[src/rtl/qr_fmt_lfsr.sv]
module qr_fmt_lfsr #(
   parameter int                 REM_W    = 10,
   parameter logic [REM_W:0]     GEN_POLY = 11'b10100110111
) (
   input  logic             clk,
   input  logic             rst_n,
   input  logic             clr,
   input  logic             shift,
   input  logic             din,
   output logic [REM_W-1:0] rem
);
   logic [REM_W-1:0] rem_q;
   logic [REM_W-1:0] rem_nxt;
   logic             fb;

   assign fb = din ^ rem_q[REM_W-1];

   for (genvar i = 0; i < REM_W; i++) begin : g_tap
      if (i == 0) begin : g_lsb
         assign rem_nxt[i] = fb & GEN_POLY[i];
      end else begin : g_mid
         assign rem_nxt[i] = rem_q[i-1] ^ (fb & GEN_POLY[i]);
      end
   end

   always_ff @(posedge clk or negedge rst_n) begin
      if (!rst_n)     rem_q <= '0;
      else if (clr)   rem_q <= '0;
      else if (shift) rem_q <= rem_nxt;
   end

   assign rem = rem_q;
endmodule

[src/rtl/qr_fmt_seq.sv]
module qr_fmt_seq #(
   parameter int  DATA_W = 5,
   localparam int CNT_W  = (DATA_W > 1) ? $clog2(DATA_W) : 1
) (
   input  logic             clk,
   input  logic             rst_n,
   input  logic             start,
   output logic             accept,
   output logic             busy,
   output logic             done,
   output logic [CNT_W-1:0] bit_cnt
);
   localparam logic [CNT_W-1:0] LAST = CNT_W'(DATA_W - 1);

   logic busy_q, done_q;
   logic [CNT_W-1:0] cnt_q;

   assign accept = start & ~busy_q;

   always_ff @(posedge clk or negedge rst_n) begin
      if (!rst_n) begin
         busy_q <= 1'b0;
         done_q <= 1'b0;
         cnt_q  <= '0;
      end else begin
         done_q <= 1'b0;
         if (accept) begin
            busy_q <= 1'b1;
            cnt_q  <= '0;
         end else if (busy_q) begin
            if (cnt_q == LAST) begin
               busy_q <= 1'b0;
               done_q <= 1'b1;
            end else begin
               cnt_q <= cnt_q + 1'b1;
            end
         end
      end
   end

   assign busy    = busy_q;
   assign done    = done_q;
   assign bit_cnt = cnt_q;
endmodule

[src/rtl/qr_fmt_encoder.sv]
module qr_fmt_encoder #(
   parameter int                         LVL_W    = 2,
   parameter int                         SEL_W    = 3,
   parameter int                         REM_W    = 10,
   parameter logic [REM_W:0]             GEN_POLY = 11'b10100110111,
   parameter logic [LVL_W+SEL_W+REM_W-1:0] XOR_MASK = 15'b101010000010010,
   localparam int DATA_W = LVL_W + SEL_W,
   localparam int WORD_W = DATA_W + REM_W,
   localparam int CNT_W  = (DATA_W > 1) ? $clog2(DATA_W) : 1
) (
   input  logic              clk,
   input  logic              rst_n,
   input  logic              start,
   input  logic [LVL_W-1:0]  ecc_level,
   input  logic [SEL_W-1:0]  mask_sel,
   output logic              busy,
   output logic              done,
   output logic [WORD_W-1:0] fmt_word
);
   if (GEN_POLY[REM_W] != 1'b1) begin : g_bad_gen_msb
      $error("generator must have its top coefficient set");
   end
   if (GEN_POLY[0] != 1'b1) begin : g_bad_gen_lsb
      $error("generator must have a nonzero constant term");
   end
   if (LVL_W < 1 || SEL_W < 1 || REM_W < 1) begin : g_bad_width
      $error("field widths must be positive");
   end

   logic              accept;
   logic [CNT_W-1:0]  bit_cnt;
   logic [DATA_W-1:0] data_q;
   logic [REM_W-1:0]  rem;
   logic              cur_bit;

   qr_fmt_seq #(.DATA_W(DATA_W)) u_seq (
      .clk     (clk),
      .rst_n   (rst_n),
      .start   (start),
      .accept  (accept),
      .busy    (busy),
      .done    (done),
      .bit_cnt (bit_cnt)
   );

   always_ff @(posedge clk or negedge rst_n) begin
      if (!rst_n)      data_q <= '0;
      else if (accept) data_q <= {ecc_level, mask_sel};
   end

   assign cur_bit = data_q[CNT_W'(DATA_W - 1) - bit_cnt];

   qr_fmt_lfsr #(.REM_W(REM_W), .GEN_POLY(GEN_POLY)) u_lfsr (
      .clk   (clk),
      .rst_n (rst_n),
      .clr   (accept),
      .shift (busy),
      .din   (cur_bit),
      .rem   (rem)
   );

   assign fmt_word = {data_q, rem} ^ XOR_MASK;
endmodule

[config.mk]
export PLATFORM = sky130hd
export DESIGN_NAME = qr_fmt_encoder
export DESIGN_NICKNAME = d
export VERILOG_FILES = /design/src/rtl/qr_fmt_lfsr.sv /design/src/rtl/qr_fmt_seq.sv /design/src/rtl/qr_fmt_encoder.sv
export SDC_FILE = /design/constraint.sdc
export NUM_CORES = 1
export LEC_CHECK = 0
export BUFFER_PORTS_ARGS = -buffer_cell sky130_fd_sc_hd__buf_2
export CELL_PAD_IN_SITES_DETAIL_PLACEMENT = 1
export CELL_PAD_IN_SITES_GLOBAL_PLACEMENT = 1
export CORE_MARGIN = 1.5
export CORE_UTILIZATION = 35
export DETAILED_ROUTE_END_ITERATION = 8
export GPL_TIMING_DRIVEN = 0
export PLACE_DENSITY_LB_ADDON = 0.1
export SLEW_MARGIN = 10
export SYNTH_ARGS = -nofsm -noshare
export SYNTH_HDL_FRONTEND = slang
export SYNTH_HIERARCHICAL = 1
export SYNTH_SLANG_ARGS = --single-unit
[constraint.sdc]
create_clock -name clk -period 2 [get_ports clk]
set_input_delay 0.4 -clock clk [delete_from_list [all_inputs] [get_ports clk]]
set_output_delay 0.4 -clock clk [all_outputs]
set_load 0.05 [all_outputs]
# Yosys cells after proc, flatten, opt, wreduce, memory -nomap -nowiden
# Index checks and enable logic that the tools add are counted.
dict set report classes {
  addsub 2
  n_lt_le_gt_ge 1
  eq_ne 2
  muxes 13
  bitwise_logic 9
  n_reduce_logical 2
}
# op n
set ops {}
lappend ops {{2-to-1 mux 10 bit} 2}
lappend ops {{2-to-1 mux 3 bit} 3}
lappend ops {{2-to-1 mux 1 bit} 7}
lappend ops {{XOR 1 bit} 6}
lappend ops {{inverter 5 bit} 1}
lappend ops {{less-than comparator 3 x 4 -> 1 bit (second input constant)} 1}
lappend ops {{adder 3 x 1 -> 3 bit (second input constant)} 1}
lappend ops {{binary-select mux 1 bit (select 3 bit)} 1}
lappend ops {{== test 3 bit (second input constant)} 1}
lappend ops {{subtractor 3 bit (first input constant)} 1}
lappend ops {{!= test 2 bit (second input constant)} 1}
lappend ops {{AND reduction 2 bit} 1}
lappend ops {{nonzero test 2 bit} 1}
lappend ops {{bitwise AND 1 bit} 1}
lappend ops {{inverter 1 bit} 1}
dict set report totals {
  register_bits 20
  input_bits 8
  output_inout_bits 17
  elab_cells 34
}

# Logic depth before layout (Yosys ltp)
dict set report logic_depth {
  depth_word 7
  mapped_depth 7
  mapped_depth_nobuf 7
}

# Cells and area by module
# The synthesis kept the hierarchy.
# mod n_inst cells_each area_per_inst_um2
set modules_own_cells {}
lappend modules_own_cells {qr_fmt_lfsr 1 52 501.7}
lappend modules_own_cells {qr_fmt_encoder 1 28 285.3}
lappend modules_own_cells {qr_fmt_seq 1 22 256.5}

# Least setup slack after synthesis
# Ideal clock, no wire load.
dict set report synth_path {
  path_type {register to register}
  start {register u_seq.cnt_q[0] (netlist: u_seq/bit_cnt[0])}
  end {register u_lfsr.rem_q[1] (netlist: u_lfsr/rem[1])}
  setup_time_ns 0.107
  arrival_ns 1.863
  slack_ns 0.030
  stages_incl_launch_ff 8
  path_buffers 0
  path_cell_list {dfrtp_1 > inv_1 > ha_1 > mux4_2 > mux2_4 > xnor2_1 > nand4b_1 > o311ai_1}
}
dict set report synth_between {
  elab_chain_cells 7
}
# item line
set synth_lines {}
lappend synth_lines {{start, declared} qr_fmt_seq.sv:16} ;# logic [CNT_W-1:0] cnt_q;
lappend synth_lines {{start signal, assigned} qr_fmt_seq.sv:35} ;# cnt_q <= cnt_q + 1'b1;
lappend synth_lines {{subtractor 3 bit} qr_fmt_encoder.sv:51} ;# assign cur_bit = data_q[CNT_W'(DATA_W - 1) - bit_cnt];
lappend synth_lines {{binary-select mux 1 bit (select 3 bit)} qr_fmt_encoder.sv:51}
lappend synth_lines {{2-to-1 mux 1 bit (not written as such)} qr_fmt_encoder.sv:51}
lappend synth_lines {{via cur_bit} qr_fmt_encoder.sv:34} ;# logic cur_bit;
lappend synth_lines {{XOR 1 bit} qr_fmt_lfsr.sv:16} ;# assign fb = din ^ rem_q[REM_W-1];
lappend synth_lines {{XOR 1 bit} qr_fmt_lfsr.sv:22} ;# assign rem_nxt[i] = rem_q[i-1] ^ (fb & GEN_POLY[i]);
lappend synth_lines {{2-to-1 mux 10 bit} qr_fmt_lfsr.sv:29} ;# else if (shift) rem_q <= rem_nxt;
lappend synth_lines {{2-to-1 mux 10 bit} qr_fmt_lfsr.sv:28} ;# else if (clr) rem_q <= '0;
lappend synth_lines {{end signal, assigned} qr_fmt_lfsr.sv:29}
lappend synth_lines {{end, declared} qr_fmt_lfsr.sv:12} ;# logic [REM_W-1:0] rem_q;
# The timed path passes the listed nets, and every way through them passes these cells. The select of a mux whose other input is x is not followed.
# A chain may end at the register's enable or synchronous reset.

# Worst setup path in the final report
dict set report layout_path {
  start {register u_seq.cnt_q[1] (netlist: u_seq/bit_cnt[1])}
  end {register u_lfsr.rem_q[5] (netlist: u_lfsr/rem[5])}
}
# Same word-level chain as after synthesis.

==> results.sh <==
export IMPL_setup_viol=0
export IMPL_grt_pass1_wl_mm=4.17
export IMPL_timing_final_crit_period_ns=1.97
export IMPL_drc=0
export IMPL_cp_arrival_ns=2.18
export IMPL_hold_path_class="primary input to asynchronous set/reset pin"
export IMPL_avgRoutedWirePerCell_um=14.4
export IMPL_cts_buffers=3
export IMPL_n_antenna_cell=0
export IMPL_regArea_um2=502
export IMPL_via_per_inst=5.26
export IMPL_synth_top_area_cell="dfrtp_1"
export IMPL_drive_above_1_share_pct=37.6
export IMPL_clk_pin_slew_ns=0.12
export IMPL_rsz0062_at_grt="true"
export IMPL_cp_end_kind="register"
export IMPL_clkLatencyLatePin_ns=0.31
export IMPL_crit_buf_inv=1
export IMPL_yosys_area_share_simple_pct=18.8
export IMPL_grt_pass1_vias=900
export IMPL_num_io_pins=25
export IMPL_ys_warn_count=6
export IMPL_synth_top_area_share_pct=48.0
export IMPL_tightest_slew_ns=0.479
export IMPL_track_usage_pct=16.4
export IMPL_fillers=333
export IMPL_critPathMaxFanout=6
export IMPL_outcome="completed"
export IMPL_cts_sinks=20
export IMPL_instances_no_fill=164
export IMPL_critPathKind="register to register"
export IMPL_syn2layout_area_growth_pct=27.8
export IMPL_finalCritPeriodShare_pct=98.4
export IMPL_synth_top_family_by_area="simple AND/OR/NAND/NOR gates"
export IMPL_synthTopCellsByArea="dfrtp_1 48%, inv_1 4.7%, nand4b_1 4.2%"
export IMPL_cap_violations=0
export IMPL_die_w_um=57.6
export IMPL_nets=145
export IMPL_avgSynthCellArea_um2=10.2
export IMPL_start_util_pct=37.5
export IMPL_slowest_stage="dfrtp_1"
export IMPL_crit_path_start_kind="register"
export IMPL_relSlewSlack_pct=68.1
export IMPL_dp_cells=157
export IMPL_synth_xor_area_share_pct=2.52
export IMPL_rows=19
export IMPL_dr_pass1_iters=4
export IMPL_yosysUniqueCellTypes=30
export IMPL_hold_violations=0
export IMPL_synth_seq_cells=20
export IMPL_synth_fp_nets=113
export IMPL_place_congestion=0.727
export IMPL_drt_initial_drc_count=15
export IMPL_htree_levels=1
export IMPL_synth_compound_area_share_pct=9.35
export IMPL_wl_mm=2.37
export IMPL_crit_chain="inv_2 > ha_4 > mux4_2 > mux2_4 > xnor2_4 > nand4b_1 > o311ai_1"
export IMPL_muxShareOfSynthArea_pct=9.59
export IMPL_ant_nets=0
export IMPL_maxSlewViolCount=0
export IMPL_die_h_um=57.6
export IMPL_crit_family="multiplexers"
export IMPL_synthAdderAreaFrac_pct=3.60
export IMPL_finalClockSkew_ns=0.00615
export IMPL_syn_inst=102
export IMPL_antenna_found_initial=0
export IMPL_yosysSeqAreaShare_pct=48.0
export IMPL_multi_input_comb_area_um2=513
export IMPL_io_buffers=24
export IMPL_cts_root_buffer="clkbuf_4"
export IMPL_core_um2=2780
export IMPL_grt_overflow_total=0
export IMPL_fmax_mhz=508
export IMPL_synth_area_um2=1040
export IMPL_die_area_um2=3320
export IMPL_vias=862
export IMPL_tritoncts="built"
export IMPL_clockBufferDepth=2
export IMPL_max_stage_delay_ns=0.44
export IMPL_grt_max_degree=21
export IMPL_dp_hpwl_mm=1.60
export IMPL_required_ns=2.21
-- cells in the final DEF, fill, tap and decap left out --
cell type / instances
a211oi_2: 1
clkbuf_4: 3
xor2_4: 1
a21boi_2: 1
and4_1: 1
inv_2: 1
xnor2_1: 1
buf_2: 26
ha_1: 2
nor2b_2: 1
mux2_4: 1
mux2_2: 2
nand3_1: 6
o21ai_0: 4
mux4_2: 1
or2_2: 1
dfrtp_2: 1
dfrtp_1: 19
buf_4: 5
bufinv_16: 1
a311o_1: 1
nand2_1: 5
nor3b_1: 2
ha_4: 1
nand4b_1: 5
inv_1: 12
mux2i_1: 4
clkbuf_1: 3
o311ai_1: 4
xnor2_4: 1
nor2_1: 11
and3_2: 1
and4b_2: 1
nor3_1: 1
o22a_1: 1
a21oi_1: 1
-- synthesized netlist by cell type --
master and instances:
nand4b_1 5, buf_2 2, o21ai_0 4, buf_4 2, and3_2 1, a21boi_2 1, mux2i_1 4, nor2_1 11
xnor2_1 2, mux2_2 2, a21oi_1 1, xor2_1 1, ha_1 3, or2_2 1, a311o_1 1, a211oi_1 1
mux4_2 1, nor3_1 1, and4_1 1, and4b_2 1, nand2_1 5, mux2_4 1, clkbuf_1 3, o311ai_1 4
nor2b_2 1, nor3b_1 2, o22a_1 1, dfrtp_1 20, nand3_1 6, inv_1 13
-- sequential cells by signal, indices dropped and copies added, names as in the netlist --
signal         flops
u_lfsr/rem        10
data_q             5
u_seq/bit_cnt      3
u_seq/busy         1
u_seq/done         1
-- final timing paths --
check / start / depth (start not counted) / slack (ns) / endpoint
worst max register to register: u_seq/bit_cnt[1] / 7 / 0.03 / u_lfsr/rem[5]
worst max-delay path: u_seq/bit_cnt[1] / 7 / 0.03 / u_lfsr/rem[5]
worst min register to register: data_q[2] / 2 / 0.56 / data_q[2]
max in group asynchronous: rst_n / 1 / 1.66 / u_seq/bit_cnt[0]
min in group clk: mask_sel[0] / 3 / 0.28 / data_q[0]
worst min-delay path: rst_n / 1 / 0.02 / u_lfsr/rem[9]
-- logic make-up after synthesis --
logic type,after synthesis
adder cells (fa/ha/maj),3
AND/OR/NAND/NOR,35
AO/OA/AOI/OAI,13
buffers and inverters,20
flip-flops,20
XOR/XNOR,3
multiplexers,8
-- area by class of cell --
| cell class | instances | area share [%] |
|---|---|---|
| multi-input combinational | 62 | 38.5 |
| sequential | 20 | 37.6 |
| timing repair buffer | 27 | 10.7 |
| inverter | 13 | 3.66 |
| tap | 31 | 2.91 |
| buffer | 7 | 2.72 |
| clock inverter | 1 | 2.25 |
| clock buffer | 3 | 1.69 |
-- metal layers --
| metal | vias up | share of wire (%) | global-route usage, % |
|---|---|---|---|
| met1 | 429 | 43 | 19.0 |
| met3 | 4 | 3.0 | 4.31 |
| met4 | 0 | 1.3 | 4.98 |
| li1 | 414 | - | - |
| met5 | - | 0 | 0 |
| met2 | 15 | 53 | 29.2 |
-- repair_timing --
action                     4_1_cts  5_1_grt
hold buffers                     0        0
setup endpoints to repair        6        6
buffers inserted                 2        1
pin swaps                        0        7
gates resized for setup          5        3
gates cloned                     0        0
-- metrics by stage --
stage | setup slack, ns | TNS (ns) | util, % | hold slack [ns] | instance area (um2)
6_report | 0.0318 | 0 | 48.0 | 0.0151 | 1330
5_1_grt | -0.0619 | -0.238 | 48.0 | 0.0300 | 1330
4_1_cts | 0.00145 | 0 | 47.1 | 0.0229 | 1310
3_5_place_dp | -0.237 | -1.29 | 43.2 | 0.382 | 1200
3_3_place_gp | -0.193 | -1.05 | 43.2 | 0.380 | 1200
2_1_floorplan | 0.0301 | 0 | - | 0.104 | 1040
Power is not shown: default switching activity piles up to over one toggle a cycle in this logic, so the estimate is an artifact.
